===== config.mk =====
export PLATFORM = sky130hd
export DESIGN_NAME = regalu_datapath
export DESIGN_NICKNAME = d
export VERILOG_FILES = /design/src/rtl/dpath_pkg.sv /design/src/rtl/dp_regbank.sv /design/src/rtl/dp_shifter.sv /design/src/rtl/dp_alu.sv /design/src/rtl/regalu_datapath.sv
export SDC_FILE = /design/constraint.sdc
export NUM_CORES = 1
export LEC_CHECK = 0
export ABC_AREA = 1
export BUFFER_PORTS_ARGS = -buffer_cell sky130_fd_sc_hd__buf_4
export CORE_MARGIN = 2
export CORE_UTILIZATION = 50
export CTS_CLUSTER_SIZE = 24
export DETAILED_ROUTE_END_ITERATION = 6
export HOLD_SLACK_MARGIN = 0.02
export PLACE_DENSITY_LB_ADDON = 0.15
export SKIP_CTS_REPAIR_TIMING = 1
export SLEW_MARGIN = 25
export SYNTH_ARGS = -nofsm -noshare
export SYNTH_HDL_FRONTEND = slang
export SYNTH_HIERARCHICAL = 1
export SYNTH_SLANG_ARGS = --single-unit

===== constraint.sdc =====
create_clock -name clk -period 2.5 [get_ports clk]
set_clock_uncertainty 0.05 [all_clocks]
set_input_delay 0.25 -clock clk [delete_from_list [all_inputs] [get_ports clk]]
set_output_delay 0.25 -clock clk [all_outputs]
set_load 0.005 [all_outputs]

===== src/rtl/dpath_pkg.sv =====
`timescale 1ns/1ps
package dpath_pkg;
  typedef enum logic [2:0] {
    OP_PASS = 3'd0,
    OP_ADD  = 3'd1,
    OP_SUB  = 3'd2,
    OP_AND  = 3'd3,
    OP_NOT  = 3'd4
  } alu_op_e;

  typedef enum logic [1:0] {
    SH_NONE = 2'd0,
    SH_LSL  = 2'd1,
    SH_LSR  = 2'd2,
    SH_ASR  = 2'd3
  } shift_e;

  typedef struct packed {
    logic neg;
    logic ovf;
    logic zero;
  } flags_t;
endpackage


===== src/rtl/dp_regbank.sv =====
`timescale 1ns/1ps
module dp_regbank #(
  parameter int DATA_W = 16,
  parameter int NREG   = 8,
  localparam int SEL_W = $clog2(NREG)
) (
  input  logic              clk,
  input  logic              rst_n,
  input  logic [SEL_W-1:0]  rd_sel,
  input  logic [SEL_W-1:0]  wr_sel,
  input  logic              wr_en,
  input  logic [DATA_W-1:0] wr_data,
  output logic [DATA_W-1:0] rd_data
);
  logic [DATA_W-1:0] word_q [NREG];
  logic [NREG-1:0]   we_vec;

  // one-hot write enable per word
  always_comb begin
    we_vec = '0;
    if (wr_en) we_vec[wr_sel] = 1'b1;
  end

  // storage words carry no reset: contents are unknown until written
  for (genvar g = 0; g < NREG; g++) begin : g_word
    logic [DATA_W-1:0] q;
    logic [DATA_W-1:0] d;
    always_comb d = we_vec[g] ? wr_data : q;
    always_ff @(posedge clk) q <= d;
    assign word_q[g] = q;
  end

  assign rd_data = word_q[rd_sel];

  assert_write_lands_R2: assert property (@(posedge clk) disable iff (!rst_n)
    wr_en |=> (word_q[$past(wr_sel)] == $past(wr_data)));
endmodule


===== src/rtl/dp_shifter.sv =====
`timescale 1ns/1ps
module dp_shifter
  import dpath_pkg::*;
#(
  parameter int DATA_W = 16
) (
  input  logic [DATA_W-1:0] din,
  input  logic [1:0]        code,
  output logic [DATA_W-1:0] dout
);
  always_comb begin
    case (shift_e'(code))
      SH_LSL:  dout = {din[DATA_W-2:0], 1'b0};
      SH_LSR:  dout = {1'b0, din[DATA_W-1:1]};
      SH_ASR:  dout = {din[DATA_W-1], din[DATA_W-1:1]};
      default: dout = din;
    endcase
  end
endmodule


===== src/rtl/dp_alu.sv =====
`timescale 1ns/1ps
module dp_alu
  import dpath_pkg::*;
#(
  parameter int DATA_W = 16
) (
  input  logic [DATA_W-1:0] a,
  input  logic [DATA_W-1:0] b,
  input  logic [2:0]        op,
  output logic [DATA_W-1:0] y,
  output flags_t            cmp_flags
);
  localparam int MSB = DATA_W - 1;

  logic              do_sub;
  logic [DATA_W-1:0] b_eff;
  logic [DATA_W-1:0] sum;

  // one shared adder: subtract by inverting b and carrying in one
  always_comb begin
    do_sub = (alu_op_e'(op) == OP_SUB);
    b_eff  = do_sub ? ~b : b;
    sum    = a + b_eff + {{(DATA_W-1){1'b0}}, do_sub};
  end

  always_comb begin
    case (alu_op_e'(op))
      OP_ADD:  y = sum;
      OP_SUB:  y = sum;
      OP_AND:  y = a & b;
      OP_NOT:  y = ~b;
      default: y = b;
    endcase
  end

  // flag candidates, always from the subtraction path
  always_comb begin
    cmp_flags.neg  = sum[MSB];
    cmp_flags.zero = (sum == '0);
    cmp_flags.ovf  = (a[MSB] ^ b[MSB]) & (sum[MSB] ^ a[MSB]);
  end
endmodule


===== src/rtl/regalu_datapath.sv =====
`timescale 1ns/1ps
module regalu_datapath
  import dpath_pkg::*;
#(
  parameter int DATA_W = 16,
  parameter int NREG   = 8,
  parameter int IMM_W  = 8,
  localparam int SEL_W = $clog2(NREG)
) (
  input  logic              clk,
  input  logic              rst_n,
  input  logic [SEL_W-1:0]  rd_sel,
  input  logic              ld_a,
  input  logic              ld_b,
  input  logic [1:0]        shift_op,
  input  logic [2:0]        alu_op,
  input  logic              flag_ld,
  input  logic              wb_imm,
  input  logic [IMM_W-1:0]  imm8,
  input  logic [SEL_W-1:0]  wr_sel,
  input  logic              wr_en,
  output logic [DATA_W-1:0] rd_data,
  output logic [DATA_W-1:0] alu_y,
  output logic              flag_n,
  output logic              flag_v,
  output logic              flag_z
);
  logic [DATA_W-1:0] opa_q, opa_d;
  logic [DATA_W-1:0] opb_q, opb_d;
  logic [DATA_W-1:0] opb_sh;
  logic [DATA_W-1:0] wb_data;
  logic [DATA_W-1:0] imm_ext;
  flags_t            flg_q, flg_d, cmp_flags;
  logic              flg_en;

  dp_regbank #(.DATA_W(DATA_W), .NREG(NREG)) u_bank (
    .clk     (clk),
    .rst_n   (rst_n),
    .rd_sel  (rd_sel),
    .wr_sel  (wr_sel),
    .wr_en   (wr_en),
    .wr_data (wb_data),
    .rd_data (rd_data)
  );

  // operand next-state with explicit enables
  always_comb begin
    opa_d = ld_a ? rd_data : opa_q;
    opb_d = ld_b ? rd_data : opb_q;
  end

  always_ff @(posedge clk or negedge rst_n) begin
    if (!rst_n) begin
      opa_q <= '0;
      opb_q <= '0;
    end else begin
      opa_q <= opa_d;
      opb_q <= opb_d;
    end
  end

  dp_shifter #(.DATA_W(DATA_W)) u_shift (
    .din  (opb_q),
    .code (shift_op),
    .dout (opb_sh)
  );

  dp_alu #(.DATA_W(DATA_W)) u_alu (
    .a         (opa_q),
    .b         (opb_sh),
    .op        (alu_op),
    .y         (alu_y),
    .cmp_flags (cmp_flags)
  );

  // status register loads only on a compare step
  always_comb begin
    flg_en = flag_ld && (alu_op_e'(alu_op) == OP_SUB);
    flg_d  = flg_en ? cmp_flags : flg_q;
  end

  always_ff @(posedge clk or negedge rst_n) begin
    if (!rst_n) flg_q <= '0;
    else        flg_q <= flg_d;
  end

  assign flag_n = flg_q.neg;
  assign flag_v = flg_q.ovf;
  assign flag_z = flg_q.zero;

  // write-back selection
  always_comb begin
    imm_ext = {{(DATA_W-IMM_W){imm8[IMM_W-1]}}, imm8};
    wb_data = wb_imm ? imm_ext : alu_y;
  end

  assert_flags_hold_R10: assert property (@(posedge clk) disable iff (!rst_n)
    !(flag_ld && alu_op == 3'd2) |=> $stable({flag_n, flag_v, flag_z}));

  assert_zero_flag_R6: assert property (@(posedge clk) disable iff (!rst_n)
    (flag_ld && alu_op == 3'd2) |=> (flag_z == ($past(alu_y) == '0)));

  assert_opa_hold_R11: assert property (@(posedge clk) disable iff (!rst_n)
    !ld_a |=> $stable(opa_q));

  assert_opb_hold_R11: assert property (@(posedge clk) disable iff (!rst_n)
    !ld_b |=> $stable(opb_q));
endmodule


## Word level (Yosys, flattened, before mapping)

Cells that the tools add are included.

| storage, ports and cells | value |
|---|---|
| bits in registers | 163 |
| bits in latches | 0 |
| RAM bits | 0 |
| bits in read-only memories | 0 |
| bits of input ports | 26 |
| word-level logic and storage cells | 45 |
| memories kept | 0 |

| cells by class | value |
|---|---|
| add/sub/neg operators | 2 |
| multipliers | 0 |
| div/mod/pow operators | 0 |
| $lt $le $gt $ge | 3 |
| equality and inequality tests | 7 |
| shift-type cells | 0 |
| mux-type cells | 10 |
| bitwise operators | 6 |
| reductions and logical operators | 4 |

Operators by type and width:

| kind | count |
|---|---|
| 16-bit case mux with 3 select lines | 2 |
| 16-bit two-way mux | 4 |
| 16-bit binary-select mux with 3-bit select | 1 |
| 16-bit by 1-bit adder with 16-bit output | 1 |
| 16-bit adder | 1 |
| 16-bit bitwise AND | 1 |
| 16-bit zero test | 1 |
| 16-bit NOT | 1 |
| 8-bit two-way mux | 1 |
| 3-bit by 2-bit == test with 1-bit output (second input constant) | 2 |
| 2-bit == test (second input constant) | 2 |
| 4-bit greater-or-equal comparator (second input constant) | 1 |
| 3-bit by 4-bit < comparator with 1-bit output (second input constant) | 1 |
| 3-bit NOT with 4-bit output | 1 |
| 1-bit demux with 3-bit select | 1 |
| 3-bit by 1-bit == test with 1-bit output (second input constant) | 1 |
| 3-bit == test (second input constant) | 1 |
| 3-bit by 1-bit greater-or-equal comparator with 1-bit output (second input constant) | 1 |
| 2-bit by 1-bit == test with 1-bit output (second input constant) | 1 |
| 1-bit logical AND | 2 |
| 2-bit OR reduction | 1 |
| 1-bit bitwise XOR | 2 |
| 1-bit bitwise AND | 1 |
| 1-bit two-way mux | 1 |

## Longest topological paths before layout

Gate-level depths: netlist of the first run.

| logic depth | value |
|---|---|
| word-level depth | 8 |
| depth in mapped cells | 23 |

## Modules after synthesis

Netlist of the first run, hierarchy kept.

By module, submodules not included:

| module | times used | cells each | area each (um^2) | sequential area each (um^2) |
|---|---|---|---|---|
| dp_regbank | 1 | 571 | 5669.2 | 3843.7 |
| dp_alu | 1 | 298 | 1622.8 | 0.0 |
| regalu_datapath | 1 | 192 | 1551.5 | 875.8 |
| dp_shifter | 1 | 71 | 362.8 | 0.0 |

## Worst setup path after synthesis of the first run

No wires, ideal clock.

| path | value |
|---|---|
| kind | input-to-reg |
| start | input port shift_op[0] |
| end | register u_bank.g_word[0].q[10] (data pin) |
| library setup time | 0.265 ns |
| arrival time | 2.548 ns |
| path slack | -0.363 ns |
| stages | 19 |
| path buffers | 2 |
| path through | buf_6 nor2_8 buf_8 nand2_1 nand3_1 inv_1 xor2_1 ha_1 nand2_1 nand2_1 a21oi_1 nand2_1 nand2_1 nand2_1 xor2_1 nand2_1 o2111ai_1 inv_1 o21ai_0 |

| between the ends | value |
|---|---|
| word-level cells in the longest chain between the ends | 8 |

Ends and longest elaborated chain:

| what | RTL line | source |
|---|---|---|
| from (decl) | regalu_datapath.sv:15 | `input logic [1:0] shift_op,` |
| 2-bit == test or 2-bit by 1-bit == test with 1-bit output (tied branches) | dp_shifter.sv:12 | `case (shift_e'(code))` |
| 16-bit case mux with 3 select lines (*) | dp_shifter.sv:12 |  |
| net opb_sh[3] | regalu_datapath.sv:30 | `logic [DATA_W-1:0] opb_sh;` |
| 16-bit NOT | dp_alu.sv:22 | `b_eff = do_sub ? ~b : b;` |
| 16-bit two-way mux (*) | dp_alu.sv:22 |  |
| 16-bit adder (*) | dp_alu.sv:23 | `sum = a + b_eff + {{(DATA_W-1){1'b0}}, do_sub};` |
| 16-bit by 1-bit adder with 16-bit output (*) | dp_alu.sv:23 |  |
| 16-bit case mux with 3 select lines (*) | dp_alu.sv:27 | `case (alu_op_e'(op))` |
| net alu_y[10] | regalu_datapath.sv:23 | `output logic [DATA_W-1:0] alu_y,` |
| 16-bit two-way mux (*) | regalu_datapath.sv:94 | `wb_data = wb_imm ? imm_ext : alu_y;` |
| net wb_data[10] | regalu_datapath.sv:31 | `logic [DATA_W-1:0] wb_data;` |
| to (signal assigned) | dp_regbank.sv:29 | `always_ff @(posedge clk) q <= d;` |
| to (decl) | dp_regbank.sv:26 | `logic [DATA_W-1:0] q;` |

The timed path passes the listed nets; every way through them passes the cells marked *.
A chain may end at the register's enable or synchronous reset.

## Final worst setup path of the first run

| path | value |
|---|---|
| start | register opb_q[3] |
| end | output port alu_y[14] |

| between the ends | value |
|---|---|
| word-level cells in the longest chain between the ends | 6 |

Ends and longest elaborated chain:

| what | RTL line | source |
|---|---|---|
| from (decl) | regalu_datapath.sv:29 | `logic [DATA_W-1:0] opb_q, opb_d;` |
| from (signal assigned) | regalu_datapath.sv:58 | `opb_q <= opb_d;` |
| 16-bit case mux with 3 select lines (*) | dp_shifter.sv:12 |  |
| net opb_sh[4] | regalu_datapath.sv:30 |  |
| 16-bit NOT | dp_alu.sv:22 |  |
| 16-bit two-way mux (*) | dp_alu.sv:22 |  |
| 16-bit adder (*) | dp_alu.sv:23 |  |
| 16-bit by 1-bit adder with 16-bit output (*) | dp_alu.sv:23 |  |
| 16-bit case mux with 3 select lines (*) | dp_alu.sv:27 |  |
| to (decl) | regalu_datapath.sv:23 |  |

Marked as above.

==> results.md, run 1 <==
- Run status: finished with violations
- Failing checks: setup timing
- Number of filler cells placed in the layout: 1,446
- Critical path class: flop to primary output
- R2R Path End: u_bank/g_word[4].q[9]$_DFFE_PP_
- Area of placed instances: 10,710 um^2
- Largest net degree at the start of global routing: 42
- Routed wire length: 26.05 mm
- Cells after synthesis: 1,132
- Worst Setup End Kind: primary output
- Count of inserted antenna diode cells: 0
- Type of the worst min-delay path: primary input to flop
- Die outline width: 139.7 um
- Synthesis-to-layout area growth: 31.75%
- Register-to-register setup slack: -0.51 ns
- Worst Reg-to-Reg Cells: 21
- Clock-pin slew reported for the worst setup and hold paths after clock tree synthesis: 0.07 ns
- Most frequently used flop master after synthesis: edfxtp_1
- Final count of hold timing violations: 0
- Site Rows: 49
- Core Region: 18,020 um^2
- RePlAce Congestion: 0.9451
- Critical path data required time: 2.20 ns
- Synthesized area per cell: 8.133 um^2
- Post-Syn Nets: 1,177
- Total number of yosys warnings: 6
- Final ANT Viol Nets: 0
- P per Cell Area: 706.1 nW/um^2
- Reg-to-Reg Start: opb_q[2]$_DFFE_PN0P_
- Initial core utilization: 0.5108
- Hold Crit Start: flag_ld
- Final count of negative-setup-slack endpoints: 122
- Overall via count from detail_route: 8,130
- Overall track demand over capacity in global routing: 0.2581
- Number of clock sinks seen by CTS: 163
- CTS H-tree lvls: 4
- Share of the clock period used by the worst path after layout: 1.303
- Grt ovf: 0
- Largest voltage drop on the vdd net: 0.5743 mV
- Total of max-cap violations: 0
- Total instance count after detailed placement: 1,499
- First-pass GRT wire length: 38.76 mm
- Most frequent standard cell in the layout excluding fill and tap cells: nand2_1
- Time the worst path needs with I/O delays and setup: 3.258 ns
- Setup TNS: -41.46 ns
- Final core utilization: 0.6729
- Worst slew margin: 0.4565
- Chip Height: 139.7 um
- Final std cell area, no fill: 12,130 um^2
- Min setup slack post-route: -0.7583 ns
- Worst min-delay path endpoint: flag_z$_DFFE_PN0P_
- Maximum clock rate: 306.9 MHz
- Highest net fanout along the worst path: 5
- Flip-flop and latch count after synthesis: 163
- Final Instance Count excl. Fillers: 1,559
- Die area: 19,510 um^2
- Most used cells in the layout excluding fill and tap cells: nand2_1 (367), inv_1 (206), buf_4 (176)
- Layout cell share with drive strength beyond 1: 0.2744
- Initial drt markers: 693
- Antenna violations before repair: 0
- Worst slew pin tran: 0.8132 ns
- Avg WL per Cell: 16.71 um
- Clock buffers created by TritonCTS: 17
- Worst endpoint data arrival time: 2.96 ns
- Cell chosen for the clock root: clkbuf_16
- Register area share after synthesis: 0.5126
- Category of the worst setup path launch point: flop
- Total iterations of the first detailed-routing run: 5
- Post-detailed-route via-to-cell ratio: 5.215
- Setup repair after global routing missed its margin: yes
- Number of global-route vias before repair: 7,425
- PortBufs: 60
- LEAKAGE: 5.926 nW
- Maximum buffer depth of the clock tree: 2
- Clock latency reported for the late side of the worst-skew pair: 0.43 ns
- Hold Path Depth: 5
- Post-synth cell types: 34
- Post-synthesis async set-or-reset flop share: 0.2147
- DRC Markers: 0
- Number of nets in the final layout: 1,362
- Num ports: 61
- Clock tree from TritonCTS: yes
- Total power consumption of the routed design: 8.565 mW
- Post-synthesis instance area: 9206 um^2
- Max-slew violations: 0
- HPWL after detailed placement: 17.61 mm
- Number of enable flip-flop cells after synthesis: 128
[registers in the layout, indices dropped and copies added, names as in the netlist]
register and count:
u_bank/g_word.q 128, flag_v 1, opa_q 16, flag_n 1
flag_z 1, opb_q 16
[final cells by class]
type,instances,area [um^2],area share
Clock buffer,18,429.2,0.03538
Clock inverter,14,167.7,0.01382
Inverter,223,849.6,0.07004
Multi-Input combinational cell,704,3935,0.3244
Sequential cell,163,4720,0.3891
Tap cell,229,286.5,0.02362
Timing Repair Buffer,208,1742,0.1436
[worst max-delay path by stage]
stage / start / to / slack, ns
3_5_place_dp: alu_op[2] / u_bank/g_word[5].q[15]$_DFFE_PP_ / -0.61
3_3_place_gp: alu_op[2] / alu_y[14] / -0.57
4_1_cts: opb_q[2]$_DFFE_PN0P_ / alu_y[14] / -0.84
2_1_floorplan: shift_op[1] / u_bank/g_word[0].q[10]$_DFFE_PP_ / -0.07
5_1_grt: opb_q[3]$_DFFE_PN0P_ / alu_y[14] / -0.91
6_report: opb_q[3]$_DFFE_PN0P_ / alu_y[14] / -0.76
[routing by layer]
layer | share of wire | vias to the layer above | GRT usage
met3 | 0.063 | 54 | 0.05643
met1 | 0.44 | 3825 | 0.3589
met2 | 0.47 | 296 | 0.4131
met4 | 0.025 | 0 | 0.06895
met5 | 0 | - | 0
li1 | - | 3955 | -
[where the power goes]
part | switching, mW | leakage, nW | internal, mW
combinational | 1.50 | 4.03 | 1.23
clock | 1.12 | 0.287 | 1.51
sequential | 0.0916 | 1.61 | 3.12
total | 2.70 | 5.93 | 5.86
[cell usage after synthesis, drive strengths merged (3+ instances only)]
cell type / instances / area [um^2]
a21oi: 13 / 65.06
buf: 39 / 291.5
dfrtp: 35 / 875.8
xor2: 4 / 35.03
nand3b: 7 / 52.55
o2111ai: 12 / 105.1
inv: 223 / 839.6
nand3: 135 / 693.2
ha: 18 / 225.2
clkbuf: 3 / 15.01
nand4: 4 / 25.02
nand2: 401 / 1525
o21ai: 53 / 265.3
nor2: 32 / 136.4
edfxtp: 128 / 3844
xnor2: 14 / 122.6
[cells by family after synthesis]
| logic type | share of synthesized area |
|---|---|
| xor gates and xnor gates | 0.01712 |
| buffers and inverters | 0.1245 |
| adders and majority gates | 0.02664 |
| AOI/OAI and AO/OA | 0.05246 |
| and+or+nand+nor | 0.2666 |
| DFF | 0.5126 |
[through the flow]
step           hold WS (ns)  worst slack [ns]
4_1_cts             -0.2818           -0.8385
3_3_place_gp         0.1690           -0.5698
5_1_grt              0.1737           -0.9110
6_report             0.1473           -0.7583
2_1_floorplan      -0.09559          -0.07317
3_5_place_dp         0.1755           -0.6067
[worst max-delay path, cell delays in order (launching register included)]
cell and delay [ns]:
dfrtp_1 0.43, nand3_1 0.11, nand3_2 0.10, xnor2_1 0.14
ha_1 0.41, nand2_1 0.13, inv_2 0.11, nand4_1 0.15
nand2_2 0.17, nand3_2 0.10, nand3_1 0.12, nand2_2 0.07
nand2_2 0.09, o2111ai_4 0.13, buf_6 0.15, buf_6 0.10
(Power assumes the default switching activity.)
==> run 2, diff against run 1 <==
==> constraint.sdc (replaced) <==
create_clock -name clk -period 2.5 [get_ports clk]
set_clock_uncertainty 0.05 [all_clocks]
set_input_delay 0.375 -clock clk [delete_from_list [all_inputs] [get_ports clk]]
set_output_delay 0.375 -clock clk [all_outputs]
set_load 0.005 [all_outputs]
==> results.md, run 2 (same netlist as run 1, synthesis figures left out) <==
- Post-detailed-route via-to-cell ratio: 5.164
- Clock tree from TritonCTS: yes
- Maximum clock rate: 310.4 MHz
- Time the worst path needs with I/O delays and setup: 3.222 ns
- Most used cells in the layout excluding fill and tap cells: nand2_1 (358), inv_1 (207), buf_4 (183)
- Largest net degree at the start of global routing: 65
- Crit path to: alu_y[10]
- Final count of negative-setup-slack endpoints: 131
- Min setup slack post-route: -0.7216 ns
- Overall via count from detail_route: 8,025
- Core Region: 18,020 um^2
- Largest register FFs: 128
- DRC Markers: 0
- Die area: 19,510 um^2
- Share of the clock period used by the worst path after layout: 1.289
- Die outline width: 139.7 um
- Routed wire length: 25.52 mm
- Final std cell area, no fill: 12,260 um^2
- Critical path data required time: 2.08 ns
- Layout cell share with drive strength beyond 1: 0.2981
- Worst slew pin tran: 0.7208 ns
- Biggest registers after layout: u_bank/g_word.q x128, opa_q x16, opb_q x16
- Highest net fanout along the worst path: 4
- Initial core utilization: 0.5108
- Setup TNS: -36.75 ns
- Clock latency reported for the late side of the worst-skew pair: 0.43 ns
- Largest voltage drop on the vdd net: 0.6104 mV
- Number of clock sinks seen by CTS: 163
- Grt ovf: 0
- Failing checks: setup timing
- Category of the worst setup path launch point: flop
- Clock-pin slew reported for the worst setup and hold paths after clock tree synthesis: 0.07 ns
- Clock buffers created by TritonCTS: 17
- Reg-to-Reg Start: opb_q[2]$_DFFE_PN0P_
- Most frequent standard cell in the layout excluding fill and tap cells: nand2_1
- Worst Reg-to-Reg Cells: 19
- Total of max-cap violations: 0
- Overall track demand over capacity in global routing: 0.2440
- PortBufs: 60
- Setup repair after global routing missed its margin: yes
- First-pass GRT wire length: 36.96 mm
- P per Cell Area: 696.1 nW/um^2
- Count of inserted antenna diode cells: 0
- Final count of hold timing violations: 0
- Final ANT Viol Nets: 0
- Critical path class: flop to primary output
- Site Rows: 49
- Worst setup path startpoint: opb_q[2]$_DFFE_PN0P_
- Synthesis-to-layout area growth: 33.17%
- Run status: finished with violations
- RePlAce Congestion: 0.9297
- Cell chosen for the clock root: clkbuf_16
- Avg WL per Cell: 16.42 um
- Maximum buffer depth of the clock tree: 2
- Total instance count after detailed placement: 1,480
- Antenna violations before repair: 0
- CTS H-tree lvls: 4
- Most frequent cell on the critical path: nand2_2
- Register with the highest flop count: u_bank/g_word.q
- LEAKAGE: 5.928 nW
- R2R Path End: u_bank/g_word[6].q[14]$_DFFE_PP_
- Type of the worst min-delay path: primary input to flop
- Chip Height: 139.7 um
- Area of placed instances: 10,590 um^2
- Total iterations of the first detailed-routing run: 6
- Worst endpoint data arrival time: 2.80 ns
- Num ports: 61
- Worst slack, placed: -0.6792 ns
- Critical Path Max Stage Delay: 0.46 ns
- Max-slew violations: 0
- Number of filler cells placed in the layout: 1,394
- Ordered cell list for the critical path: nand3_2, nand3_2, inv_2, xor2_1, ha_1, nand2_1, nand2_2, a21oi_2, nand2_2, nand2_2, nand2_2, xor2_2, nand2_1, o2111ai_2, buf_4
- Worst Setup End Kind: primary output
- Standard cell with the maximum stage delay on the critical path: dfrtp_2
- Final core utilization: 0.6802
- Initial drt markers: 703
- Number of global-route vias before repair: 7,051
- HPWL after detailed placement: 16.08 mm
- Number of nets in the final layout: 1,357
- Final Instance Count excl. Fillers: 1,554
- Worst slew margin: 0.5183
- Register-to-register setup slack: -0.39 ns
run 2: cell types whose count changed in the layout (fill, tap and decap cells not counted), sizes merged:
cell | before | now
clkinvlp | 2 | 0
bufinv | 2 | 0
inv | 231 | 229
clkinv | 2 | 4
buf | 207 | 202
clkbuf | 18 | 22
run 2: cell type report:
class	count	area, um^2	share of cell area
Clock buffer	22	521.8	0.04256
Timing Repair Buffer	203	1650	0.1346
Tap cell	229	286.5	0.02337
Multi-Input combinational cell	704	4150	0.3385
Clock inverter	10	82.58	0.006735
Sequential cell	163	4725	0.3853
Inverter	223	844.6	0.06888
run 2: per-layer routing:
| layer | global-route usage | part of all wire | wire, um | up-vias |
|---|---|---|---|---|
| met3 | 0.04439 | 0.054 | 1382 | 57 |
| met2 | 0.4044 | 0.48 | 12340 | 286 |
| li1 | - | - | - | 3943 |
| met4 | 0.05368 | 0.023 | 582 | 0 |
| met5 | 0 | 0 | 0 | - |
| met1 | 0.3379 | 0.44 | 11220 | 3739 |
run 2: how the worst min path moves through the flow:
stage | startpoint | end | slack (ns) | cells after the start
global placement | rst_n | opb_q[14]$_DFFE_PN0P_ | 0.30 | 1
CTS | rst_n | opb_q[13]$_DFFE_PN0P_ | -0.14 | 1
finish | flag_ld | flag_v$_DFFE_PN0P_ | 0.26 | 5
global route | flag_ld | flag_v$_DFFE_PN0P_ | 0.31 | 5
detailed placement | rst_n | opb_q[13]$_DFFE_PN0P_ | 0.31 | 1
floorplan | rst_n | flag_n$_DFFE_PN0P_ | 0.03 | 0
run 2: power breakdown:
part | internal, mW | switching (mW) | total, mW
Combinational | 1.25 | 1.47 | 2.71
Clock | 1.51 | 1.08 | 2.59
Sequential | 3.12 | 0.107 | 3.23
Total | 5.88 | 2.65 | 8.53
run 2: critical path, delay by kind of cell (launching register included):
kind                     cells  cell delay (ns)
buffers and inverters        2             0.26
AO/OA/AOI/OAI                2             0.28
AND/OR/NAND/NOR              8             0.68
adder cells (fa/ha/maj)      1             0.30
flip-flops                   1             0.46
XOR/XNOR                     2             0.36
run 2: metrics by stage:
stage               total power, mW  hold slack, ns
floorplan                     4.403         0.02941
global placement              5.321          0.2994
detailed placement            5.342          0.3123
CTS                           7.926         -0.1419
global route                  8.909          0.3127
finish                        8.534          0.2597
